### config.mk
export PLATFORM = sky130hd
export DESIGN_NAME = pwm_fault_timer
export DESIGN_NICKNAME = d
export VERILOG_FILES = /design/src/rtl/pft_pkg.sv /design/src/rtl/pft_glitch_filter.sv /design/src/rtl/pft_counter.sv /design/src/rtl/pft_out_stage.sv /design/src/rtl/pwm_fault_timer.sv
export SDC_FILE = /design/constraint.sdc
export NUM_CORES = 1
export LEC_CHECK = 0
export BUFFER_PORTS_ARGS = -buffer_cell sky130_fd_sc_hd__buf_2
export CAP_MARGIN = 20
export CELL_PAD_IN_SITES_DETAIL_PLACEMENT = 0
export CELL_PAD_IN_SITES_GLOBAL_PLACEMENT = 2
export CORE_UTILIZATION = 36
export DETAILED_ROUTE_END_ITERATION = 8
export PLACE_DENSITY = 0.86
export SYNTH_ARGS = -nofsm -noshare
export SYNTH_HDL_FRONTEND = slang
export SYNTH_SLANG_ARGS = --single-unit
### constraint.sdc
create_clock -name clk -period 10 [get_ports clk]
set_input_delay 2 -clock clk [delete_from_list [all_inputs] [get_ports clk]]
set_output_delay 2 -clock clk [all_outputs]
set_load 0.02 [all_outputs]
### src/rtl/pft_pkg.sv
package pft_pkg;
  localparam int unsigned NSRC    = 6;
  localparam int unsigned SRC_CLK = 4;

  typedef enum logic [1:0] {
    ENT_HALT  = 2'd0,
    ENT_DRAIN = 2'd1,
    ENT_RUN   = 2'd2
  } entry_e;

  typedef enum logic [1:0] {
    EXT_RELOAD = 2'd0,
    EXT_ZERO   = 2'd1,
    EXT_RESUME = 2'd2
  } exit_e;

  typedef enum logic [2:0] {
    OUT_HIGH = 3'd0,
    OUT_LOW  = 3'd1,
    OUT_FLIP = 3'd2,
    OUT_HIZ  = 3'd3,
    OUT_PWM  = 3'd4
  } outm_e;
endpackage

### src/rtl/pft_glitch_filter.sv
module pft_glitch_filter #(
  parameter int unsigned LEN_W = 3
) (
  input  logic             clk,
  input  logic             rst_n,
  input  logic             raw_i,
  input  logic             invert_i,
  input  logic [LEN_W-1:0] len_i,
  output logic             level_o
);
  logic             samp_q;
  logic             level_q;
  logic [LEN_W-1:0] run_q;

  always_ff @(posedge clk or negedge rst_n) begin
    if (!rst_n) begin
      samp_q  <= 1'b0;
      level_q <= 1'b0;
      run_q   <= '0;
    end else begin
      samp_q <= raw_i ^ invert_i;
      if (samp_q != level_q) begin
        if (run_q == len_i) begin
          level_q <= samp_q;
          run_q   <= '0;
        end else begin
          run_q <= run_q + 1'b1;
        end
      end else begin
        run_q <= '0;
      end
    end
  end

  assign level_o = level_q;

  // a level is accepted once the run of equal samples reaches the limit
  assert_filter_accept_R5: assert property (@(posedge clk) disable iff (!rst_n)
    (samp_q != level_q && run_q == len_i) |=> level_q == $past(samp_q));

  // with no disagreement the filtered level cannot move
  assert_filter_hold_R5: assert property (@(posedge clk) disable iff (!rst_n)
    (samp_q == level_q) |=> $stable(level_q));
endmodule

### src/rtl/pft_counter.sv
module pft_counter
  import pft_pkg::*;
#(
  parameter int unsigned CNT_W = 8
) (
  input  logic             clk,
  input  logic             rst_n,
  input  logic [CNT_W-1:0] load_i,
  input  logic             flt_i,
  input  logic             flt_q_i,
  input  entry_e           entry_i,
  input  exit_e            exit_i,
  output logic [CNT_W-1:0] cnt_o,
  output logic [CNT_W-1:0] cnt_nxt_o
);
  logic [CNT_W-1:0] cnt_q;
  logic [CNT_W-1:0] wrap_c;
  logic [CNT_W-1:0] nxt_c;
  logic             leaving_c;

  assign wrap_c    = (cnt_q == '0) ? load_i : cnt_q - 1'b1;
  assign leaving_c = !flt_i && flt_q_i;

  always_comb begin
    nxt_c = wrap_c;
    if (leaving_c) begin
      case (exit_i)
        EXT_RELOAD: nxt_c = load_i;
        EXT_ZERO:   nxt_c = '0;
        default:    nxt_c = wrap_c;
      endcase
    end else if (flt_i) begin
      case (entry_i)
        ENT_HALT:  nxt_c = cnt_q;
        ENT_DRAIN: nxt_c = (cnt_q == '0) ? cnt_q : cnt_q - 1'b1;
        default:   nxt_c = wrap_c;
      endcase
    end
  end

  always_ff @(posedge clk or negedge rst_n) begin
    if (!rst_n) cnt_q <= '0;
    else        cnt_q <= nxt_c;
  end

  assign cnt_o     = cnt_q;
  assign cnt_nxt_o = nxt_c;

  // plain counting reloads after zero
  assert_wrap_R2: assert property (@(posedge clk) disable iff (!rst_n)
    (!flt_i && !flt_q_i && cnt_q == '0) |=> cnt_q == $past(load_i));

  // halt entry freezes the count
  assert_halt_R6: assert property (@(posedge clk) disable iff (!rst_n)
    (flt_i && entry_i == ENT_HALT) |=> cnt_q == $past(cnt_q));

  // drain entry never leaves zero
  assert_drain_floor_R6: assert property (@(posedge clk) disable iff (!rst_n)
    (flt_i && entry_i == ENT_DRAIN && cnt_q == '0) |=> cnt_q == '0);

  // zero exit clears the count
  assert_exit_zero_R7: assert property (@(posedge clk) disable iff (!rst_n)
    (!flt_i && flt_q_i && exit_i == EXT_ZERO) |=> cnt_q == '0);
endmodule

### src/rtl/pft_out_stage.sv
module pft_out_stage
  import pft_pkg::*;
#(
  parameter int unsigned CNT_W = 8
) (
  input  logic             clk,
  input  logic             rst_n,
  input  logic [CNT_W-1:0] cnt_nxt_i,
  input  logic [CNT_W-1:0] cmp_i,
  input  logic             flt_i,
  input  logic             flt_q_i,
  input  logic             clk_flt_i,
  input  outm_e            mode_i,
  output logic             pwm_o,
  output logic             oe_o
);
  logic pwm_q;
  logic oe_q;
  logic level_c;
  logic pwm_d;
  logic oe_d;

  assign level_c = (cnt_nxt_i < cmp_i);

  always_comb begin
    pwm_d = level_c;
    oe_d  = 1'b1;
    if (flt_i) begin
      case (mode_i)
        OUT_HIGH: pwm_d = 1'b1;
        OUT_LOW:  pwm_d = 1'b0;
        OUT_FLIP: pwm_d = flt_q_i ? pwm_q : ~pwm_q;
        OUT_HIZ: begin
          pwm_d = pwm_q;
          oe_d  = 1'b0;
        end
        default:  pwm_d = level_c;
      endcase
      if (clk_flt_i) oe_d = 1'b0;
    end
  end

  always_ff @(posedge clk or negedge rst_n) begin
    if (!rst_n) begin
      pwm_q <= 1'b0;
      oe_q  <= 1'b1;
    end else begin
      pwm_q <= pwm_d;
      oe_q  <= oe_d;
    end
  end

  assign pwm_o = pwm_q;
  assign oe_o  = oe_q;

  // clock failure always releases the pin
  assert_clk_hiz_R9: assert property (@(posedge clk) disable iff (!rst_n)
    (flt_i && clk_flt_i) |=> !oe_q);

  // forced-high mode drives one
  assert_force_high_R8: assert property (@(posedge clk) disable iff (!rst_n)
    (flt_i && mode_i == OUT_HIGH) |=> pwm_q);

  // toggle mode holds its level after entry
  assert_flip_hold_R8: assert property (@(posedge clk) disable iff (!rst_n)
    (flt_i && flt_q_i && mode_i == OUT_FLIP) |=> $stable(pwm_q));

  // no fault means the pin is driven
  assert_drive_normal_R10: assert property (@(posedge clk) disable iff (!rst_n)
    (!flt_i) |=> oe_q);
endmodule

### src/rtl/pwm_fault_timer.sv
module pwm_fault_timer
  import pft_pkg::*;
#(
  parameter int unsigned CNT_W = 8,
  parameter int unsigned FLT_W = 3
) (
  input  logic             clk,
  input  logic             rst_n,
  input  logic             cmp_in,
  input  logic [2:0]       ext_fault_in,
  input  logic             clkfail_in,
  input  logic             evt_trig_in,
  input  logic [5:0]       src_enable,
  input  logic [5:0]       src_polarity,
  input  logic [FLT_W-1:0] filt_len,
  input  logic [CNT_W-1:0] load_val,
  input  logic [CNT_W-1:0] cmp_val,
  input  logic [1:0]       entry_mode,
  input  logic [1:0]       exit_mode,
  input  logic [2:0]       out_mode,
  output logic [CNT_W-1:0] count_out,
  output logic             pwm_out,
  output logic             pwm_oe,
  output logic             fault_active
);
  logic [NSRC-1:0]  raw_v;
  logic [NSRC-1:0]  filt_v;
  logic [NSRC-1:0]  live_v;
  logic             fault_now;
  logic             fault_q;
  logic [CNT_W-1:0] cnt_nxt;
  outm_e            out_sel;

  assign raw_v = {evt_trig_in, clkfail_in, ext_fault_in, cmp_in};

  for (genvar g = 0; g < NSRC; g++) begin : g_src
    pft_glitch_filter #(.LEN_W(FLT_W)) u_filt (
      .clk      (clk),
      .rst_n    (rst_n),
      .raw_i    (raw_v[g]),
      .invert_i (src_polarity[g]),
      .len_i    (filt_len),
      .level_o  (filt_v[g])
    );
  end

  assign live_v    = filt_v & src_enable;
  assign fault_now = |live_v;

  always_ff @(posedge clk or negedge rst_n) begin
    if (!rst_n) fault_q <= 1'b0;
    else        fault_q <= fault_now;
  end

  assign out_sel = (out_mode > 3'd4) ? OUT_PWM : outm_e'(out_mode);

  pft_counter #(.CNT_W(CNT_W)) u_cnt (
    .clk       (clk),
    .rst_n     (rst_n),
    .load_i    (load_val),
    .flt_i     (fault_now),
    .flt_q_i   (fault_q),
    .entry_i   (entry_e'(entry_mode)),
    .exit_i    (exit_e'(exit_mode)),
    .cnt_o     (count_out),
    .cnt_nxt_o (cnt_nxt)
  );

  pft_out_stage #(.CNT_W(CNT_W)) u_out (
    .clk       (clk),
    .rst_n     (rst_n),
    .cnt_nxt_i (cnt_nxt),
    .cmp_i     (cmp_val),
    .flt_i     (fault_now),
    .flt_q_i   (fault_q),
    .clk_flt_i (live_v[SRC_CLK]),
    .mode_i    (out_sel),
    .pwm_o     (pwm_out),
    .oe_o      (pwm_oe)
  );

  assign fault_active = fault_q;

  // with every source disabled no fault can be raised
  assert_all_disabled_R3: assert property (@(posedge clk) disable iff (!rst_n)
    (src_enable == '0) |=> !fault_active);

  // an enabled filtered source that is active raises the fault
  assert_any_source_R11: assert property (@(posedge clk) disable iff (!rst_n)
    ((filt_v & src_enable) != '0) |=> fault_active);
endmodule

==> out/metrics.csv <==
stage;metric;value;unit
worst_hold_path;Hold Path Cell Cnt;1;
worst_setup_path;Critical Path Source Type;primary input;
yosys;Synth Flop Type;dfrtp_1;
worst_setup_path;CP Capture Type;flip-flop;
clock_tree;Longest Clk Path Bufs;2;
timing;Final Setup Violations;0;
yosys;Synth async-reset ratio;100;%
yosys;Post-synth EDFFs;0;
worst_setup_path;capturing point of the worst reg2reg path;u_out.pwm_o;
yosys;synth warn;0;
placement;PortBufs;56;
timing;worst slew pin tran;0.910;ns
worst_setup_path;R2R Path Start;u_cnt.cnt_o[0];
finish;final core utilization;44.3;%
clock_tree;clock root buffer;clkbuf_8;
pwr;leakage;1.45;nW
placement;GP Congestion;0.780;
clock_tree;CTS tree;done;
routing;drt initial violations;94;
yosys;main combinational cell family by area after synthesis;simple AND/OR/NAND/NOR gates;
clock_tree;Post-CTS Resized;0;
finish;Final Cell Area;3030;µm²
timing;Max Fclk;212;MHz
clock_tree;Post-CTS Hold Buffers;0;
status;status;complete, no violations;
routing;DR WL/cell;13.8;µm
yosys;synthesized-area fraction occupied by adder cells;7.30;%
yosys;count of state elements after synthesis;41;
placement;setup slack at placement;5.03;ns
yosys;Mapped Nets;327;
timing;max-slew violation count;0;
timing;Tcrit/Tclk final;47.1;%
floorplanning;IO Pins;57;
floorplanning;die area;7480;µm²
timing;Slew headroom;39.3;%
worst_hold_path;Hold Crit Endpoint;g_src[0].u_filt.run_q[0];
clock_tree;clk slew on worst S/H paths;0.08;ns
worst_hold_path;hold_sp;g_src[0].u_filt.run_q[0];
routing;DR vias;2036;
yosys;area of the mapped netlist;2570;µm²
routing;Vias/cell;4.89;
worst_setup_path;Reg2Reg Depth;15;
finish;# nets final;380;
pwr;Power Dens Cells;275;nW/µm²
placement;dpl hpwl;4370;µm
grt;pin count of the biggest net entering global routing;42;
yosys;Synth Area in XOR/XNOR;14.3;%
clock_tree;postcts setup bufs;0;
routing;DRT Pass-1 Iters;4;
routing;Final ANT Viol Nets;0;
timing;unrepaired setup endpoints after global routing;no;
grt;vias in the first global route;1950;
worst_setup_path;Worst EP required;10.21;ns
clock_tree;H-Tree Depth;2;
timing;Final Hold Fails;0;
floorplanning;row cnt;30;
job;Maximum Capacitance Violations;0;
finish;Synth-to-Final Area Change;17.8;%
timing;setup TNS;0;ns
grt;Overflow after GRT;0;
worst_setup_path;Worst EP arrival;4.92;ns
yosys;multiplexer share of the synthesized area;3.41;%
grt;initial antenna violation count;0;
finish;layout cells sized above 1;25.0;%
yosys;Netlist cell types;52;
clock_tree;Inserted Clock Buffers;5;
yosys;Synth Area in Compound Gates;13.5;%
clock_tree;clk_lat worst skew;0.30;ns
worst_hold_path;Worst Hold Class;reg -> reg;
yosys;syn_area_per_cell;9.67;µm²
placement;Post-DP Area;2920;µm²
floorplanning;Core Box Area;6830;µm²
routing;drt total wl;5750;µm
clock_tree;CTS Sinks;41;
timing;Worst Slack Setup Final;5.29;ns
worst_setup_path;R2R setup slack;6.23;ns
finish;FILL cells;702;
pwr;Max IR drop VDD;98.8;µV
yosys;Post-Syn Instances;266;
timing;final setup skew;0.00467;ns
worst_setup_path;kind of critical path;in -> reg;
yosys;Seq/Total Area, Yosys;40.0;%
routing;# DRC;0;
finish;Ant. Diodes;0;
timing;min Tclk post-route;4.71;ns
floorplanning;initial core utilization;37.6;%
grt;Total GRT Usage;16.9;%
yosys;simple-gate portion of the synthesized area;16.7;%
floorplanning;Die Wd;86.5;µm
floorplanning;Die Y;86.5;µm
worst_setup_path;top fanout value on the critical path;8;
grt;global-route wire length before repair;9460;µm
critical path, stage by stage:
cell,delay (ns)
buf_2,0.09
a22oi_1,0.34
nand4_2,0.31
nor2_2,0.34
a21oi_1,0.10
o221ai_1,0.20
a31oi_1,0.09
ha_1,0.32
a21o_1,0.18
a21oi_1,0.16
o22ai_1,0.10
a211oi_1,0.29
o221ai_1,0.17
a221oi_2,0.23
worst max-delay path by stage:
stage	cells after the start	start	slack, ns	end
5_1_grt	14	src_enable[1]	5.04	u_out.pwm_o
3_3_place_gp	14	src_enable[1]	5.16	u_out.pwm_o
4_1_cts	14	src_enable[1]	5.31	u_out.pwm_o
6_report	14	src_enable[1]	5.29	u_out.pwm_o
3_5_place_dp	14	src_enable[1]	5.03	u_out.pwm_o
2_1_floorplan	13	src_enable[2]	5.62	u_out.pwm_o
layout make-up:
type | count | area [µm²] | share of cell area, %
clock buffers | 6 | 72.6 | 2.40
clock inverters | 2 | 38.8 | 1.28
inverters | 18 | 67.6 | 2.23
multi-input cells | 197 | 1420 | 46.9
flip-flops and latches | 41 | 1030 | 33.9
well taps | 96 | 120 | 3.97
repair buffers | 56 | 280 | 9.26
synthesized netlist by cell type (all sizes together) (4+ instances only):
library cell | instances | area, µm²
a221oi | 6 | 58.8
dfrtp | 40 | 1000
nand3 | 4 | 20.0
xor2 | 34 | 298
ha | 15 | 188
nand2b | 6 | 37.5
nor2 | 34 | 133
mux2 | 6 | 67.6
o21ai | 5 | 25.0
nor3 | 13 | 65.1
nand2 | 13 | 48.8
xnor2 | 8 | 70.1
a21o | 5 | 37.5
clkbuf | 6 | 25.0
buf | 4 | 30.0
a21oi | 8 | 40.0
inv | 18 | 67.6
placed cells by master (no fill, tap or decap), types with 4 or more instances in the layout:
master,count
a21o_1,5
a21oi_1,8
a221oi_1,5
buf_2,56
clkbuf_8,5
dfrtp_1,40
ha_1,15
inv_1,18
mux2_2,6
nand2_1,13
nand2b_1,6
nand3_1,4
nor2_1,32
nor3_1,13
o21ai_0,4
xnor2_1,8
xor2_1,34
where the power goes:
group | total (mW) | switching (mW) | internal (mW)
registers | 0.306 | 0.0783 | 0.228
logic | 0.389 | 0.217 | 0.172
clock network | 0.137 | 0.0618 | 0.0750
cell families after synthesis:
logic type	after synthesis
AND/OR/NAND/NOR	84
buffers and inverters	28
flip-flops	41
multiplexers	8
XOR/XNOR	42
adder cells (fa/ha/maj)	15
AO/OA/AOI/OAI	48
metal layers:
layer | vias to the layer above | track usage, % | share of wire, %
li1 | 1029 | - | -
met1 | 956 | 23.3 | 47
met2 | 44 | 27.1 | 46
met3 | 7 | 3.14 | 5.3
met4 | 0 | 5.45 | 1.4
met5 | - | 0 | 0
state kept, by name, indices dropped and copies added, names as in the netlist:
name and count:
g_src.u_filt.run_q 18, fault_active 1, u_out.pwm_o 1, g_src.u_filt.samp_q 6, g_src.u_filt.level_o 6, u_cnt.cnt_o 8, u_out.oe_o 1
through the flow:
step	total power, mW	hold slack (ns)	instances
after floorplan	0.598	0.432	266
after global placement	0.696	0.468	408
after detailed placement	0.700	0.474	408
after CTS	0.843	0.485	416
after global routing	0.909	0.502	416
final	0.832	0.479	416
(Power assumes the default switching activity.)
